**src/rtl/clkcfg_pkg.sv**
```systemverilog
package clkcfg_pkg;
  localparam int REG_W  = 32;
  localparam int ADDR_W = 2;

  typedef enum logic [ADDR_W-1:0] {
    ADR_SEL = 2'd0,
    ADR_PLL = 2'd1,
    ADR_DIV = 2'd2,
    ADR_UPD = 2'd3
  } cfg_addr_e;

  // divider fields: index 0 IP core, 1 APB, 2 watchdog, 3 timer/PWM
  localparam int NUM_DIV = 4;
  localparam int DIV_W   [NUM_DIV] = '{6, 4, 7, 7};
  localparam int DIV_LSB [NUM_DIV] = '{0, 6, 10, 17};
  localparam int DIV_RST [NUM_DIV] = '{0, 2, 16, 16};
  localparam int DIV_SPAN = 24;

  // PLL fields
  localparam int OD_LSB  = 0;
  localparam int OD_W    = 2;
  localparam int N_LSB   = 2;
  localparam int N_W     = 4;
  localparam int M_LSB   = 6;
  localparam int M_W     = 8;
  localparam int BYP_BIT = 14;
  localparam int PLL_W   = BYP_BIT + 1;
  localparam logic [PLL_W-1:0] PLL_RST = 15'h1407;
  localparam int DEN_W   = N_W + (2**OD_W) - 1;

  // update bits: bit 0 PLL, bit g+1 divider g
  localparam int UPD_W   = NUM_DIV + 1;
  localparam int UPD_PLL = 0;

  // selection
  localparam logic [1:0] SRC_RC   = 2'b01;
  localparam logic [1:0] SRC_XTAL = 2'b11;
  localparam logic       SEL_PLL_RST = 1'b1;
  localparam logic [1:0] SEL_SRC_RST = SRC_RC;
endpackage

```
**src/rtl/clkcfg_rst_sync.sv**
```systemverilog
module clkcfg_rst_sync #(
  parameter int STAGES = 2
) (
  input  logic clk,
  input  logic rst_n_in,
  output logic rst_n_out
);
  logic [STAGES-1:0] sync_q;

  always_ff @(posedge clk or negedge rst_n_in) begin
    if (!rst_n_in) sync_q <= '0;
    else           sync_q <= {sync_q[STAGES-2:0], 1'b1};
  end

  assign rst_n_out = sync_q[STAGES-1];
endmodule

```
**src/rtl/clkcfg_stage_reg.sv**
```systemverilog
module clkcfg_stage_reg #(
  parameter int unsigned W = 8,
  parameter logic [W-1:0] RST_VAL = '0
) (
  input  logic         clk,
  input  logic         rst_n,
  input  logic         wr_en,
  input  logic [W-1:0] wr_val,
  input  logic         commit,
  output logic [W-1:0] staged,
  output logic [W-1:0] active
);
  logic [W-1:0] staged_q, staged_d;
  logic [W-1:0] active_q, active_d;

  always_comb begin
    staged_d = staged_q;
    active_d = active_q;
    if (wr_en)  staged_d = wr_val;
    if (commit) active_d = staged_q;
  end

  always_ff @(posedge clk or negedge rst_n) begin
    if (!rst_n) begin
      staged_q <= RST_VAL;
      active_q <= RST_VAL;
    end else begin
      staged_q <= staged_d;
      active_q <= active_d;
    end
  end

  assign staged = staged_q;
  assign active = active_q;

  // a commit copies the staged value seen at the commit edge
  a_r3_commit_copies: assert property (@(posedge clk) disable iff (!rst_n)
    commit |=> (active == $past(staged)));

  // without a commit the active value holds
  a_r4_hold_without_commit: assert property (@(posedge clk) disable iff (!rst_n)
    !commit |=> $stable(active));
endmodule

```
**src/rtl/clkcfg_update_ctrl.sv**
```systemverilog
module clkcfg_update_ctrl #(
  parameter int N = 5
) (
  input  logic         clk,
  input  logic         rst_n,
  input  logic         wr_en,
  input  logic [N-1:0] wr_bits,
  input  logic [N-1:0] hold,
  output logic [N-1:0] pend,
  output logic [N-1:0] commit
);
  logic [N-1:0] pend_q, pend_d;

  always_comb begin
    pend_d = '0;
    if (wr_en) pend_d = wr_bits;
  end

  always_ff @(posedge clk or negedge rst_n) begin
    if (!rst_n) pend_q <= '0;
    else        pend_q <= pend_d;
  end

  assign pend   = pend_q;
  assign commit = pend_q & ~hold;

  // a pending bit never survives a cycle without a new write
  a_r3_self_clear: assert property (@(posedge clk) disable iff (!rst_n)
    (pend_q != '0 && !wr_en) |=> (pend_q == '0));

  // a written bit is pending in the next cycle
  a_r3_pend_set: assert property (@(posedge clk) disable iff (!rst_n)
    wr_en |=> (pend_q == $past(wr_bits)));
endmodule

```
**src/rtl/clkcfg_pll_ratio.sv**
```systemverilog
module clkcfg_pll_ratio #(
  parameter int MW = 8,
  parameter int NW = 4,
  parameter int OW = 2,
  localparam int DW = NW + (2**OW) - 1
) (
  input  logic          clk,
  input  logic          rst_n,
  input  logic          bypass,
  input  logic [MW-1:0] m,
  input  logic [NW-1:0] n,
  input  logic [OW-1:0] od,
  output logic [MW-1:0] num,
  output logic [DW-1:0] den
);
  always_comb begin
    if (bypass) begin
      num = MW'(1);
      den = DW'(1);
    end else begin
      num = m;
      den = DW'(n) << od;
    end
  end

  // denominator is never zero, since active N can never be zero
  a_r8_den_nonzero: assert property (@(posedge clk) disable iff (!rst_n)
    den != '0);
endmodule

```
**src/rtl/clkcfg_top.sv**
```systemverilog
module clkcfg_top
  import clkcfg_pkg::*;
(
  input  logic              clk,
  input  logic              rst_n,
  input  logic              cfg_we,
  input  logic [ADDR_W-1:0] cfg_addr,
  input  logic [REG_W-1:0]  cfg_wdata,
  output logic [REG_W-1:0]  cfg_rdata,
  output logic              sel_pll,
  output logic [1:0]        sel_src,
  output logic              pll_bypass,
  output logic [M_W-1:0]    pll_m,
  output logic [N_W-1:0]    pll_n,
  output logic [OD_W-1:0]   pll_od,
  output logic [6:0]        div_timer,
  output logic [6:0]        div_wdog,
  output logic [3:0]        div_apb,
  output logic [5:0]        div_ip,
  output logic [M_W-1:0]    ratio_num,
  output logic [DEN_W-1:0]  ratio_den,
  output logic              ratio_invalid
);
  logic rst_n_s;
  logic sel_we, pll_we, div_we, upd_we;
  logic [UPD_W-1:0] upd_pend, upd_commit, upd_hold;
  logic [DIV_SPAN-1:0] div_staged, div_active;
  logic [PLL_W-1:0] pll_staged, pll_active;
  logic       pll_sel_q, pll_sel_d;
  logic [1:0] src_q, src_d;
  logic       src_ok;
  logic       staged_n_zero;
  logic       unused_wdata;

  assign unused_wdata = ^cfg_wdata[REG_W-1:DIV_SPAN];

  clkcfg_rst_sync #(.STAGES(2)) u_rst_sync (
    .clk(clk), .rst_n_in(rst_n), .rst_n_out(rst_n_s)
  );

  // write decode
  always_comb begin
    sel_we = 1'b0;
    pll_we = 1'b0;
    div_we = 1'b0;
    upd_we = 1'b0;
    if (cfg_we) begin
      case (cfg_addr_e'(cfg_addr))
        ADR_SEL: sel_we = 1'b1;
        ADR_PLL: pll_we = 1'b1;
        ADR_DIV: div_we = 1'b1;
        ADR_UPD: upd_we = 1'b1;
        default: ;
      endcase
    end
  end

  // update controller; PLL commit held while staged N is zero
  assign staged_n_zero = (pll_staged[N_LSB +: N_W] == '0);
  always_comb begin
    upd_hold          = '0;
    upd_hold[UPD_PLL] = staged_n_zero;
  end

  clkcfg_update_ctrl #(.N(UPD_W)) u_upd (
    .clk(clk), .rst_n(rst_n_s), .wr_en(upd_we),
    .wr_bits(cfg_wdata[UPD_W-1:0]), .hold(upd_hold),
    .pend(upd_pend), .commit(upd_commit)
  );

  // divider fields
  for (genvar g = 0; g < NUM_DIV; g++) begin : g_div
    localparam int FW  = DIV_W[g];
    localparam int LSB = DIV_LSB[g];
    logic [FW-1:0] st, ac;
    clkcfg_stage_reg #(.W(FW), .RST_VAL(FW'(DIV_RST[g]))) u_field (
      .clk(clk), .rst_n(rst_n_s), .wr_en(div_we),
      .wr_val(cfg_wdata[LSB +: FW]), .commit(upd_commit[g+1]),
      .staged(st), .active(ac)
    );
    assign div_staged[LSB +: FW] = st;
    assign div_active[LSB +: FW] = ac;
  end

  // PLL fields
  clkcfg_stage_reg #(.W(PLL_W), .RST_VAL(PLL_RST)) u_pll (
    .clk(clk), .rst_n(rst_n_s), .wr_en(pll_we),
    .wr_val(cfg_wdata[PLL_W-1:0]), .commit(upd_commit[UPD_PLL]),
    .staged(pll_staged), .active(pll_active)
  );

  assign pll_bypass = pll_active[BYP_BIT];
  assign pll_m      = pll_active[M_LSB +: M_W];
  assign pll_n      = pll_active[N_LSB +: N_W];
  assign pll_od     = pll_active[OD_LSB +: OD_W];

  assign div_ip    = div_active[DIV_LSB[0] +: DIV_W[0]];
  assign div_apb   = div_active[DIV_LSB[1] +: DIV_W[1]];
  assign div_wdog  = div_active[DIV_LSB[2] +: DIV_W[2]];
  assign div_timer = div_active[DIV_LSB[3] +: DIV_W[3]];

  clkcfg_pll_ratio #(.MW(M_W), .NW(N_W), .OW(OD_W)) u_ratio (
    .clk(clk), .rst_n(rst_n_s), .bypass(pll_bypass),
    .m(pll_m), .n(pll_n), .od(pll_od),
    .num(ratio_num), .den(ratio_den)
  );
  assign ratio_invalid = staged_n_zero;

  // clock selection: direct effect, reserved source codes dropped
  assign src_ok = (cfg_wdata[1:0] == SRC_RC) || (cfg_wdata[1:0] == SRC_XTAL);

  always_comb begin
    pll_sel_d = pll_sel_q;
    src_d     = src_q;
    if (sel_we) begin
      pll_sel_d = cfg_wdata[2];
      if (src_ok) src_d = cfg_wdata[1:0];
    end
  end

  always_ff @(posedge clk or negedge rst_n_s) begin
    if (!rst_n_s) begin
      pll_sel_q <= SEL_PLL_RST;
      src_q     <= SEL_SRC_RST;
    end else begin
      pll_sel_q <= pll_sel_d;
      src_q     <= src_d;
    end
  end

  assign sel_pll = pll_sel_q;
  assign sel_src = src_q;

  // readback
  always_comb begin
    case (cfg_addr_e'(cfg_addr))
      ADR_SEL: cfg_rdata = REG_W'({pll_sel_q, src_q});
      ADR_PLL: cfg_rdata = REG_W'(pll_staged);
      ADR_DIV: cfg_rdata = REG_W'(div_staged);
      ADR_UPD: cfg_rdata = REG_W'(upd_pend);
      default: cfg_rdata = '0;
    endcase
  end

  // reserved source code leaves the source selection alone
  a_r7_reserved_src_ignored: assert property (@(posedge clk) disable iff (!rst_n_s)
    (sel_we && !src_ok) |=> $stable(sel_src));

  // bit 2 of a selection write is taken
  a_r6_pll_sel_taken: assert property (@(posedge clk) disable iff (!rst_n_s)
    sel_we |=> (sel_pll == $past(cfg_wdata[2])));

  // the source is always a legal encoding
  a_r6_src_legal: assert property (@(posedge clk) disable iff (!rst_n_s)
    (sel_src == SRC_RC) || (sel_src == SRC_XTAL));

  // active N can never become zero
  a_r5_active_n_nonzero: assert property (@(posedge clk) disable iff (!rst_n_s)
    pll_n != '0);
endmodule

```
**config.mk**
```make
export PLATFORM = sky130hd
export DESIGN_NAME = clkcfg_top
export DESIGN_NICKNAME = d
export VERILOG_FILES = /design/src/rtl/clkcfg_pkg.sv /design/src/rtl/clkcfg_rst_sync.sv /design/src/rtl/clkcfg_stage_reg.sv /design/src/rtl/clkcfg_update_ctrl.sv /design/src/rtl/clkcfg_pll_ratio.sv /design/src/rtl/clkcfg_top.sv
export SDC_FILE = /design/constraint.sdc
export NUM_CORES = 1
export LEC_CHECK = 0
export BUFFER_PORTS_ARGS = -buffer_cell sky130_fd_sc_hd__buf_4
export CAP_MARGIN = 20
export CORE_ASPECT_RATIO = 1.4
export CORE_MARGIN = 4
export CORE_UTILIZATION = 44
export CTS_CLUSTER_DIAMETER = 30
export CTS_CLUSTER_SIZE = 30
export DETAILED_ROUTE_END_ITERATION = 6
export GPL_TIMING_DRIVEN = 0
export HOLD_SLACK_MARGIN = 0.12
export MAX_ROUTING_LAYER = met4
export PLACE_DENSITY = 0.71
export SLEW_MARGIN = 15
export SYNTH_ARGS = -nofsm -noshare
export SYNTH_HDL_FRONTEND = slang
export SYNTH_SLANG_ARGS = --single-unit
```
**constraint.sdc**
```tcl
create_clock -name clk -period 3.03 [get_ports clk]
set_clock_uncertainty 0.15 [all_clocks]
set_input_delay 0.1515 -clock clk [delete_from_list [all_inputs] [get_ports clk]]
set_output_delay 0.1515 -clock clk [all_outputs]
set_load 0.05 [all_outputs]
```
* Word level (Yosys, flattened, before mapping)
Index checks and enable logic that the tools add are counted.
** Storage, ports and cells
- Bits in registers :: 88
- Bits of input ports :: 37
- Output and inout port bits :: 90
- Logic and storage cells :: 38
** Cells by class
- Equal/unequal tests :: 5
- Shifts and indexed selects :: 1
- Multiplexer cells :: 12
- Bitwise gates (word level) :: 2
- Reduce and logical (&&, ||, !) cells :: 4
** Operator list (number)
- $pmux W32 S4 :: 1
- $mux W1 :: 8
- $mux W8 :: 1
- $mux W7 :: 1
- $shl A4 B2 Y7 :: 1
- $eq A2 B2 Y1 const B :: 3
- $and A5 B5 Y5 :: 1
- $mux W5 :: 1
- $not A1 Y5 :: 1
- $eq A2 B1 Y1 const B :: 2
- $logic_not A4 Y1 :: 1
- $logic_not A2 Y1 :: 1
- $reduce_and A2 Y1 :: 1
- $logic_or A1 B1 Y1 :: 1

* Logic depth before layout (Yosys ltp)
- Depth after elaboration :: 4
- Mapped depth :: 5
- Depth with buffers taken out :: 3

* Hierarchy
From an unflattened synthesis, not the netlist that was laid out.
** Second synthesis, totals
- Cells, all modules :: 264
- Area, all modules :: 4195.3 sq um
** Modules (own cells, without submodules)
- clkcfg_stage_reg (u_pll) :: times used 1, cells each 64, area an instance 1238.7 sq um, sequential area each 763.2 sq um
- clkcfg_stage_reg (g_div[2].u_field ...) :: times used 2, cells each 30, area an instance 585.6 sq um, sequential area each 352.8 sq um
- clkcfg_top :: times used 1, cells each 54, area an instance 543.0 sq um, sequential area each 77.6 sq um
- clkcfg_stage_reg (g_div[0].u_field) :: times used 1, cells each 26, area an instance 503.0 sq um, sequential area each 300.3 sq um
- clkcfg_stage_reg (g_div[1].u_field) :: times used 1, cells each 16, area an instance 292.8 sq um, sequential area each 202.7 sq um
- clkcfg_pll_ratio :: times used 1, cells each 26, area an instance 205.2 sq um, sequential area each 0.0 sq um
- clkcfg_update_ctrl :: times used 1, cells each 15, area an instance 187.7 sq um, sequential area each 125.1 sq um
- clkcfg_rst_sync :: times used 1, cells each 3, area an instance 53.8 sq um, sequential area each 50.0 sq um

* Worst setup path before layout
No wires, ideal clock.
- Path type :: reg-to-output
- From :: register u_pll.active_q[1] (netlist: u_pll.active[1])
- To :: output port ratio_den[3]
- Arrival :: 2.313 ns
- Data required time :: 2.728 ns
- Slack :: 0.416 ns
- Stages on the path, launching flop included :: 5
- Path buffers :: 1
- Path through :: dfstp_2 -> buf_2 -> mux2_2 -> nor2_1 -> a211oi_1
** Between the ends
- Cells in the longest elaborated chain, start to end :: 2
** RTL lines
- from (decl) :: RTL line clkcfg_stage_reg.sv:14 : logic [W-1:0] active_q, active_d;
- from (signal assigned) :: RTL line clkcfg_stage_reg.sv:29 : active_q <= active_d;
- $shl A4 B2 Y7 :: RTL line clkcfg_pll_ratio.sv:22 : den = DW'(n) << od;
- $mux W7 :: RTL line clkcfg_pll_ratio.sv:17 : if (bypass) begin
- to (decl) :: RTL line clkcfg_top.sv:21 : output logic [DEN_W-1:0] ratio_den,
No other way between the ends.

* Worst setup path after layout
- From :: register u_pll.active_q[0] (netlist: u_pll.active[0])
- To :: output port ratio_den[1]
Same word-level chain as after synthesis.

==> metrics.yaml <==
setup_path:
  worstSetupStartpointType: "flip-flop"
  cp.arrival_ns: 1.78
  max_stage_delay_ns: 0.54
  r2r_end: "u_pll.active[13]"
  critPathKind: "flip-flop to primary output"
  crit_chain: "clkbuf_1 > mux2i_1 > nor3_1 > buf_4"
  reg2regPathDepth: 3
  crit_buf_inv: 2
  critPathTopFamily: "buffers and inverters"
  timing.rr.start: "u_pll.staged[5]"
  cp.required_ns: 2.73
  critPathCaptureType: "primary output"
  ff2ff_setup_slack_ns: 1.16
  cp_max_fo: 10
  crit_slowest_cell: "dfstp_2"
layout:
  seqCellArea_um2: 2230
  fill_cells: 694
  drive_gt1_share_pct: 58.3
  stdcell_count: 525
  syn_to_final_growth_pct: 40.4
  layout_commonest_cell: "buf_4"
  multi_input_area_um2: 1500
  finalInstanceArea_um2: 5380
  nNetsFinal: 452
  final_cell_mix: "buf_4, mux2_2, dfrtp_1"
  diodes: 0
route:
  drt_iter0_markers: 95
  first_pass_iters: 4
  vias: 2632
  drt-wirelength-per-cell_um: 17.2
  drc: 0
  viasPerCell: 5.01
  ant_nets: 0
  drt-total-wl_um: 9020
synth:
  syn_area_per_cell_um2: 14.7
  synth_compound_area_share_pct: 4.90
  ys_warn_count: 0
  synth-xor-area-share_pct: 0
  synth-adder-area-share_pct: 0
  synthFlopType: "dfrtp_1"
  synth_simple_gate_area_share_pct: 6.98
  synth-edff-count: 0
  ys_seq_area_share_pct: 58.0
  synth_area_um2: 3830
  synth-seq-cells: 88
  synth_top_family_by_area: "multiplexers"
  synth_mux_area_share_pct: 26.3
  syn_inst: 261
  synth_cell_type_count: 31
  async_flop_share_pct: 100
grt:
  grt_pass1_wl_um: 14500
  antenna_found_initial: 0
  overflow: 0
  grtUsageTotal_pct: 18.9
  grt_pass1_vias: 2804
  grt_max_degree: 59
power_and_ir_drop:
  p_per_area_nw_per_um2: 948
  ir_drop_uv: 534
  power_mw: 5.10
  p_leak_nw: 2.53
place:
  place_ws_ns: 1.14
  gp_congestion: 0.800
  placed_area_um2: 4830
  portBuffers: 108
  dp_hpwl_um: 6500
  dp_cells: 482
clocking:
  clk_latency_ns: 0.34
  root_buffer: "clkbuf_16"
  cts_sinks: 88
  cts-buffers-inserted: 9
  cts_setup_buffers: 0
  cts_max_level: 3
  clk_pin_slew_ns: 0.06
  clk_path_buf_depth: 2
  cts_tree: "yes"
sta:
  fin_ws_ns: 0.953
  timing.fmax_mhz: 482
  period_needed_ns: 2.08
  hold_violations: 0
  min_period_over_period_pct: 68.5
  relSlewSlack_pct: 60.6
  worstMarginPinSlew_ns: 0.591
  rsz0062_at_grt: "no"
  finalSetupViolations: 0
  finalMaxSlewViolations: 0
  hold_slack_ns: 0.110
floorplanning:
  die_area_um2: 10300
  die_x_um: 86.9
  initial_core_util_pct: 44.8
  ios: 127
  die_h_um: 118
  row_count: 40
  coreArea_um2: 8560
run_status:
  status: "finished clean"
job:
  cap_viol_max_count: 0
worst_hold_path:
  hp-class: "flip-flop to async pin"
-- report_power, final --
group          internal [mW]  leakage (nW)  switching [mW]
clock                  0.598         0.136           0.434
sequential              1.52          1.04           0.240
combinational          0.806          1.36            1.51
-- cell usage after synthesis, types with 2 or more instances --
library cell	number	share of area, %
a22o_1	14	3.2
and2_1	15	2.4
buf_2	4	0.52
buf_4	10	2.0
clkbuf_1	8	0.78
conb_1	2	0.20
dfrtp_1	70	46
dfstp_2	18	12
mux2_2	73	21
mux2_4	6	2.3
mux2i_1	3	0.78
mux4_2	3	1.8
nand2_1	4	0.39
nand3b_1	3	0.59
nor2_1	3	0.29
nor2b_1	8	1.3
nor3b_1	2	0.39
or2_2	2	0.33
-- through the flow --
stage               utilization, %  TNS, ns
global placement              56.1   -44.77
floorplan                        -        0
detailed placement            56.5        0
CTS                           62.9        0
global route                  62.9        0
finish                        62.9        0
-- flip-flops by register name, indices dropped and copies added (netlist names) --
register	flops
g_div.u_field.active	24
g_div.u_field.staged	24
u_pll.active	15
u_pll.staged	15
u_upd.pend	5
sel_src	2
u_rst_sync.sync_q	2
sel_pll	1
-- worst register-to-register path, cell delays in order (launching register included) --
cell and delay, ns:
dfrtp_1 0.45, o41ai_4 0.60, buf_6 0.24, mux2_4 0.31
-- metal layers --
layer	up-vias	track usage, %	routed length (um)
li1	1219	-	-
met1	1328	22.8	3660
met2	76	30.5	4690
met3	9	5.09	546
met4	0	5.95	127
met5	-	-	0
-- cells by family after synthesis --
| kind of cell | count (synthesis) |
|---|---|
| other | 2 |
| DFF | 88 |
| and+or+nand+nor | 43 |
| muxes | 85 |
| buffers and inverters | 23 |
| AOI/OAI and AO/OA | 20 |
-- worst max-delay path by stage --
stage,from,end,slack (ns),cells after the start
after CTS,u_pll.active[1],ratio_den[3],0.93,5
after detailed placement,u_pll.staged[5],u_pll.active[13],1.14,3
after global routing,u_pll.active[0],ratio_den[3],0.77,4
final,u_pll.active[0],ratio_den[1],0.95,4
after global placement,u_rst_sync.sync_q[1],u_pll.active[5],-0.66,0
after floorplan,u_rst_sync.sync_q[1],g_div[0].u_field.active[0],0.28,0
-- layout make-up --
class	count	share of cell area, %
Tap cell	105	2.44
Clock buffer	13	4.84
Multi-Input combinational cell	157	27.9
Sequential cell	88	41.4
Buffer	23	2.53
Clock inverter	3	0.326
Timing Repair Buffer	136	20.6
-- timing repair --
item / in CTS / in global routing
resized for setup: 0 / 0
endpoints found under the hold margin: 49 / 0
hold buffers: 27 / 0
(Power assumes the default switching activity.)
